<file path="config.mk">
export PLATFORM = sky130hd
export DESIGN_NAME = phase_ring_gen
export DESIGN_NICKNAME = d
export VERILOG_FILES = /design/src/rtl/phase_pkg.sv /design/src/rtl/phase_edge_det.sv /design/src/rtl/phase_sync.sv /design/src/rtl/phase_ring.sv /design/src/rtl/phase_ring_gen.sv
export SDC_FILE = /design/constraint.sdc
export NUM_CORES = 1
export LEC_CHECK = 0
export BUFFER_PORTS_ARGS = -buffer_cell sky130_fd_sc_hd__buf_2
export CAP_MARGIN = 0
export CORE_AREA = 2 2 39 41
export CTS_CLUSTER_DIAMETER = 30
export DETAILED_ROUTE_END_ITERATION = 8
export DIE_AREA = 0 0 41 43
export PLACE_DENSITY_LB_ADDON = 0.05
export SYNTH_ARGS = -nofsm -noshare
export SYNTH_HDL_FRONTEND = slang
export SYNTH_HIERARCHICAL = 1
export SYNTH_SLANG_ARGS = --single-unit
</file>
<file path="constraint.sdc">
create_clock -name clk -period 2.26 [get_ports clk]
set_input_delay 0.113 -clock clk [delete_from_list [all_inputs] [get_ports clk]]
set_output_delay 0.113 -clock clk [all_outputs]
set_load 0.1 [all_outputs]
</file>
<file path="src/rtl/phase_pkg.sv">
package phase_pkg;

    // Number of machine-cycle phases in the ring
    localparam int NUM_PH = 8;
    localparam int PH_IDX_W = $clog2(NUM_PH);

    // Phase positions; the bit order is the stepping order
    typedef enum logic [PH_IDX_W-1:0] {
        PH_A1 = 3'd0,
        PH_A2 = 3'd1,
        PH_A3 = 3'd2,
        PH_M1 = 3'd3,
        PH_M2 = 3'd4,
        PH_X1 = 3'd5,
        PH_X2 = 3'd6,
        PH_X3 = 3'd7
    } phase_e;

    typedef logic [NUM_PH-1:0] ring_t;

    // Control bundle passed from the top to the storage elements
    typedef struct packed {
        logic  step;
        logic  load;
        ring_t load_val;
    } ring_ctl_t;

    // True when exactly one bit is set
    function automatic logic ring_is_onehot(input ring_t r);
        logic seen;
        logic bad;
        seen = 1'b0;
        bad  = 1'b0;
        for (int i = 0; i < NUM_PH; i++) begin
            if (r[i]) begin
                bad  = bad | seen;
                seen = 1'b1;
            end
        end
        return seen & ~bad;
    endfunction

endpackage

</file>
<file path="src/rtl/phase_edge_det.sv">
module phase_edge_det (
    input  logic clk,
    input  logic rst,
    input  logic lvl_i,
    output logic pulse_o
);

    logic prev_q;

    always_ff @(posedge clk) begin
        if (rst) prev_q <= 1'b0;
        else     prev_q <= lvl_i;
    end

    assign pulse_o = lvl_i & ~prev_q;

    // A step pulse can never last two consecutive cycles
    AST_SINGLE_STEP: assert property (@(posedge clk) disable iff (rst)
        pulse_o |=> !pulse_o);

endmodule

</file>
<file path="src/rtl/phase_sync.sv">
module phase_sync #(
    parameter int N = phase_pkg::NUM_PH
) (
    input  logic clk,
    input  logic rst,
    input  logic step_i,
    input  logic load_i,
    input  logic load_top_i,
    input  logic below_top_i,
    output logic sync_o
);

    logic sync_q;

    // Own flop for the marker: it predicts the top ring bit rather than tapping it
    always_ff @(posedge clk) begin
        if (rst)         sync_q <= 1'b0;
        else if (load_i) sync_q <= load_top_i;
        else if (step_i) sync_q <= below_top_i;
    end

    assign sync_o = sync_q;

    // The marker only moves on a step or a preset
    AST_SYNC_HOLD: assert property (@(posedge clk) disable iff (rst)
        (!step_i && !load_i) |=> $stable(sync_o));

endmodule

</file>
<file path="src/rtl/phase_ring.sv">
module phase_ring
    import phase_pkg::*;
#(
    parameter int N = NUM_PH
) (
    input  logic         clk,
    input  logic         rst,
    input  ring_ctl_t    ctl_i,
    output logic [N-1:0] ring_o
);

    localparam int CNT_W = $clog2(N + 1);

    logic [N-1:0] q;
    logic         low_empty;

    // Stages A1..X2 all empty: the refill condition for the first stage
    assign low_empty = ~|q[N-2:0];

    for (genvar i = 0; i < N; i++) begin : g_stage
        if (i == 0) begin : g_first
            always_ff @(posedge clk) begin
                if (rst)             q[i] <= 1'b0;
                else if (ctl_i.load) q[i] <= ctl_i.load_val[i];
                else if (ctl_i.step) q[i] <= low_empty;
            end
        end else if (i == N - 1) begin : g_last
            // Top stage: its old value leaves the ring on a step
            always_ff @(posedge clk) begin
                if (rst)             q[i] <= 1'b0;
                else if (ctl_i.load) q[i] <= ctl_i.load_val[i];
                else if (ctl_i.step) q[i] <= q[i-1];
            end
        end else begin : g_mid
            always_ff @(posedge clk) begin
                if (rst)             q[i] <= 1'b0;
                else if (ctl_i.load) q[i] <= ctl_i.load_val[i];
                else if (ctl_i.step) q[i] <= q[i-1];
            end
        end
    end

    assign ring_o = q;

    // Counter of steps taken while the ring was not one-hot
    logic [CNT_W-1:0] bad_steps;
    logic             legal;

    assign legal = ring_is_onehot(q);

    always_ff @(posedge clk) begin
        if (rst || ctl_i.load)       bad_steps <= '0;
        else if (legal)              bad_steps <= '0;
        else if (ctl_i.step)         bad_steps <= bad_steps + 1'b1;
    end

    AST_RECOVER_BOUND: assert property (@(posedge clk) disable iff (rst)
        !legal |-> (bad_steps < CNT_W'(N)));

    AST_STAY_LEGAL: assert property (@(posedge clk) disable iff (rst)
        (legal && !ctl_i.load) |=> ring_is_onehot(ring_o));

    AST_ROTATE: assert property (@(posedge clk) disable iff (rst)
        (legal && ctl_i.step && !ctl_i.load) |=>
        (ring_o == {$past(ring_o[N-2:0]), $past(ring_o[N-1])}));

    AST_HOLD: assert property (@(posedge clk) disable iff (rst)
        (!ctl_i.step && !ctl_i.load) |=> $stable(ring_o));

    AST_PRESET: assert property (@(posedge clk) disable iff (rst)
        ctl_i.load |=> (ring_o == $past(ctl_i.load_val)));

endmodule

</file>
<file path="src/rtl/phase_ring_gen.sv">
module phase_ring_gen
    import phase_pkg::*;
(
    input  logic              clk,
    input  logic              rst,
    input  logic              phi2_en,
    input  logic              force_en,
    input  logic [NUM_PH-1:0] force_val,
    output logic [NUM_PH-1:0] phase,
    output logic              sync
);

    logic      step;
    ring_ctl_t ctl;
    ring_t     ring;

    phase_edge_det u_edge (
        .clk     (clk),
        .rst     (rst),
        .lvl_i   (phi2_en),
        .pulse_o (step)
    );

    always_comb begin
        ctl.step     = step;
        ctl.load     = force_en;
        ctl.load_val = force_val;
    end

    phase_ring #(.N(NUM_PH)) u_ring (
        .clk    (clk),
        .rst    (rst),
        .ctl_i  (ctl),
        .ring_o (ring)
    );

    phase_sync #(.N(NUM_PH)) u_sync (
        .clk         (clk),
        .rst         (rst),
        .step_i      (step),
        .load_i      (force_en),
        .load_top_i  (force_val[PH_X3]),
        .below_top_i (ring[PH_X2]),
        .sync_o      (sync)
    );

    assign phase = ring;

    // Marker flop and ring top stage are driven separately and must agree
    AST_SYNC_MATCH: assert property (@(posedge clk) disable iff (rst)
        sync == phase[PH_X3]);

    AST_ZERO_REFILL: assert property (@(posedge clk) disable iff (rst)
        (phase == '0 && step && !force_en) |=> (phase == ring_t'(1)));

endmodule

</file>
==> impl_metrics.py <==
metrics = {
    "cts": {
        "post_cts_buffers": 0,
        "clk_path_buf_depth": 2,
        "cts_sinks": 10,
        "cts_max_level": 1,
        "cts-resized-gates": 0,
        "cts_inserted_buffers": 3,
        "clk_latency_ns": 0.26,
        "cts_hold_buf": 0,
        "cts_tree": "built",
        "clkTransAtPathRegs_ns": 0.07,
        "root_buffer": "clkbuf_4",
    },
    "global_routing": {
        "antenna_found_initial": 0,
        "grt_usage_pct": 10.9,
        "grt_overflow_total": 0,
        "busiest_layer": "met1",
        "grtUsageMet1_pct": 17.2,
        "grt_max_degree": 12,
        "grt_pass1_vias": 317,
        "grtUsageMet2_pct": 13.4,
        "grt_pass1_wl_mm": 1.31,
        "met3_usage_pct": 3.14,
    },
    "finish": {
        "final_cell_mix": "buf_2, dfxtp_1, mux2i_1",
        "fill_cells": 146,
        "final_util_pct": 47.9,
        "num_antenna_cells": 0,
        "drive_above_1_share_pct": 56.7,
        "nets": 80,
        "area_growth_pct": 23.0,
        "layout_commonest_cell": "buf_2",
    },
    "timing": {
        "tns_ns": 0,
        "max_clock_freq_mhz": 784,
        "setup_viol": 0,
        "slew_violations": 0,
        "period_share_pct": 56.4,
        "min_period_ns": 1.28,
        "fin_worst_skew_ns": 0.00287,
        "rsz0062_at_grt": "no",
        "tightest_slew_ns": 0.488,
        "hold_viol": 0,
        "maxSlewHeadroom_pct": 67.7,
    },
    "route": {
        "wire_per_inst_um": 10.8,
        "dr.pass1.iters": 2,
        "drc_errors": 0,
        "viasPerCell": 4.58,
        "ant_nets": 0,
        "routed_wl_um": 899,
        "vias": 380,
        "first_iter_violations": 3,
    },
    "critical_path": {
        "cp_top_family": "buffers and inverters",
        "startpoint_type": "flop",
        "crit_type": "reg2out",
        "crit_path_end_kind": "primary output",
        "required_ns": 2.15,
        "arrival_ns": 1.16,
        "slowest_stage": "buf_2",
        "cp_slowest_stage_delay_ns": 0.47,
        "r2r_start": "u_edge/prev_q$_SDFF_PP0_",
        "crit_fanout": 4,
        "crit_chain": "buf_2",
        "timing.critical_path.buf_inv": 1,
        "critPathLaunch": "u_ring/ring_o[0]$_SDFFE_PP0P_",
        "r2r_slack_ns": 1.01,
    },
    "power_and_ir_drop": {
        "power_frac_seq_pct": 38.9,
        "internal_power_uw": 330,
        "pwr-share-comb_pct": 29.6,
        "power.density_nw_per_um2": 777,
        "p_sw_uw": 185,
        "p_leak_uw": 0.000332,
        "power.share.clock_pct": 31.5,
        "ir_drop_uv": 347,
        "p_sw_share_pct": 35.9,
    },
    "logic_synthesis": {
        "synth-seq-cells": 10,
        "synth-seq-area-share_pct": 37.1,
        "avgSynthCellArea_um2": 11.7,
        "synthDistinctLibCells": 14,
        "syn_area_um2": 539,
        "syn-num-nets": 58,
        "ys_warn_count": 6,
        "synthCells": 46,
    },
    "die": {
        "start_util_pct": 39.0,
        "die_w_um": 41,
        "io_pins": 21,
        "die_h_um": 43,
        "die-area_um2": 1760,
        "core_um2": 1380,
        "rows": 14,
    },
    "min_path": {
        "hp-class": "in2reg",
        "hp-start": "phi2_en",
    },
    "placed_design": {
        "port_buffers": 20,
        "dpl.hpwl_um": 689,
        "gp_congestion": 0.633,
    },
    "outcome": {
        "outcome": "complete, no violations",
    },
    "flow_run": {
        "maxCapViolations": 0,
    },
}
==> sequential cells by signal (all words and copies together), names as in the netlist <==
name / flops
u_ring/ring_o: 8
u_edge/prev_q: 1
u_sync/sync_o: 1
==> layout make-up <==
class | instances | area (um2) | share of cell area (%)
tap | 16 | 20.0 | 3.02
sequential | 10 | 200 | 30.2
multi-input combinational | 31 | 299 | 45.1
inverter | 2 | 7.51 | 1.13
clock buffer | 4 | 36.3 | 5.47
timing repair buffer | 20 | 100 | 15.1
==> cell families (layout without fill, tap and decap cells) <==
group,Yosys count,in the layout,share of synthesized area (%)
mux,15,15,29.5
simple gates,14,14,20.9
flops,10,10,37.1
buf+inv,5,26,7.42
compound gates,2,2,5.10
==> final timing paths <==
check,endpoint,depth (start not counted)
min reg2reg,u_sync/sync_o$_SDFFE_PP0P_,2
min,u_edge/prev_q$_SDFF_PP0_,2
max,phase[0],1
max reg2reg,u_ring/ring_o[6]$_SDFFE_PP0P_,4
==> per-layer routing <==
layer	routed length, um	part of all wire (%)
met5	0	0
met3	42	4.7
met2	398	44
met4	0	0
met1	457	51
==> Yosys cell counts <==
| cell type | count | share of area (%) |
|---|---|---|
| dfxtp_1 | 10 | 37 |
| mux2i_1 | 8 | 15 |
| mux2_2 | 7 | 15 |
| nor2_1 | 7 | 4.9 |
| buf_6 | 2 | 4.2 |
| inv_1 | 2 | 1.4 |
| nor2b_1 | 2 | 2.3 |
| nor2b_4 | 2 | 5.1 |
| a211oi_2 | 1 | 2.3 |
| a221oi_2 | 1 | 2.8 |
| clkdlybuf4s25_2 | 1 | 1.9 |
| nor3_2 | 1 | 1.9 |
| nor4_2 | 1 | 2.3 |
| nor4b_4 | 1 | 4.4 |
==> stage by stage <==
step / worst slack [ns] / instances / power (uW) / cell area [um2] / hold WS [ns]
2_1_floorplan: 0.698 / 46 / 336 / 539 / 0.177
3_3_place_gp: 1.03 / 79 / 359 / 627 / 0.351
3_5_place_dp: 1.01 / 79 / 359 / 627 / 0.352
4_1_cts: 0.979 / 83 / 521 / 663 / 0.0743
5_1_grt: 0.933 / 83 / 535 / 663 / 0.0806
6_report: 0.985 / 83 / 515 / 663 / 0.0772
==> power groups by stage <==
stage	Clock [uW]	Sequential [uW]	Combinational, uW
2_1_floorplan	0	282	54.3
3_3_place_gp	0	205	154
3_5_place_dp	0	205	154
4_1_cts	166	201	154
5_1_grt	172	203	160
6_report	162	201	153
(Power assumes the default switching activity.)
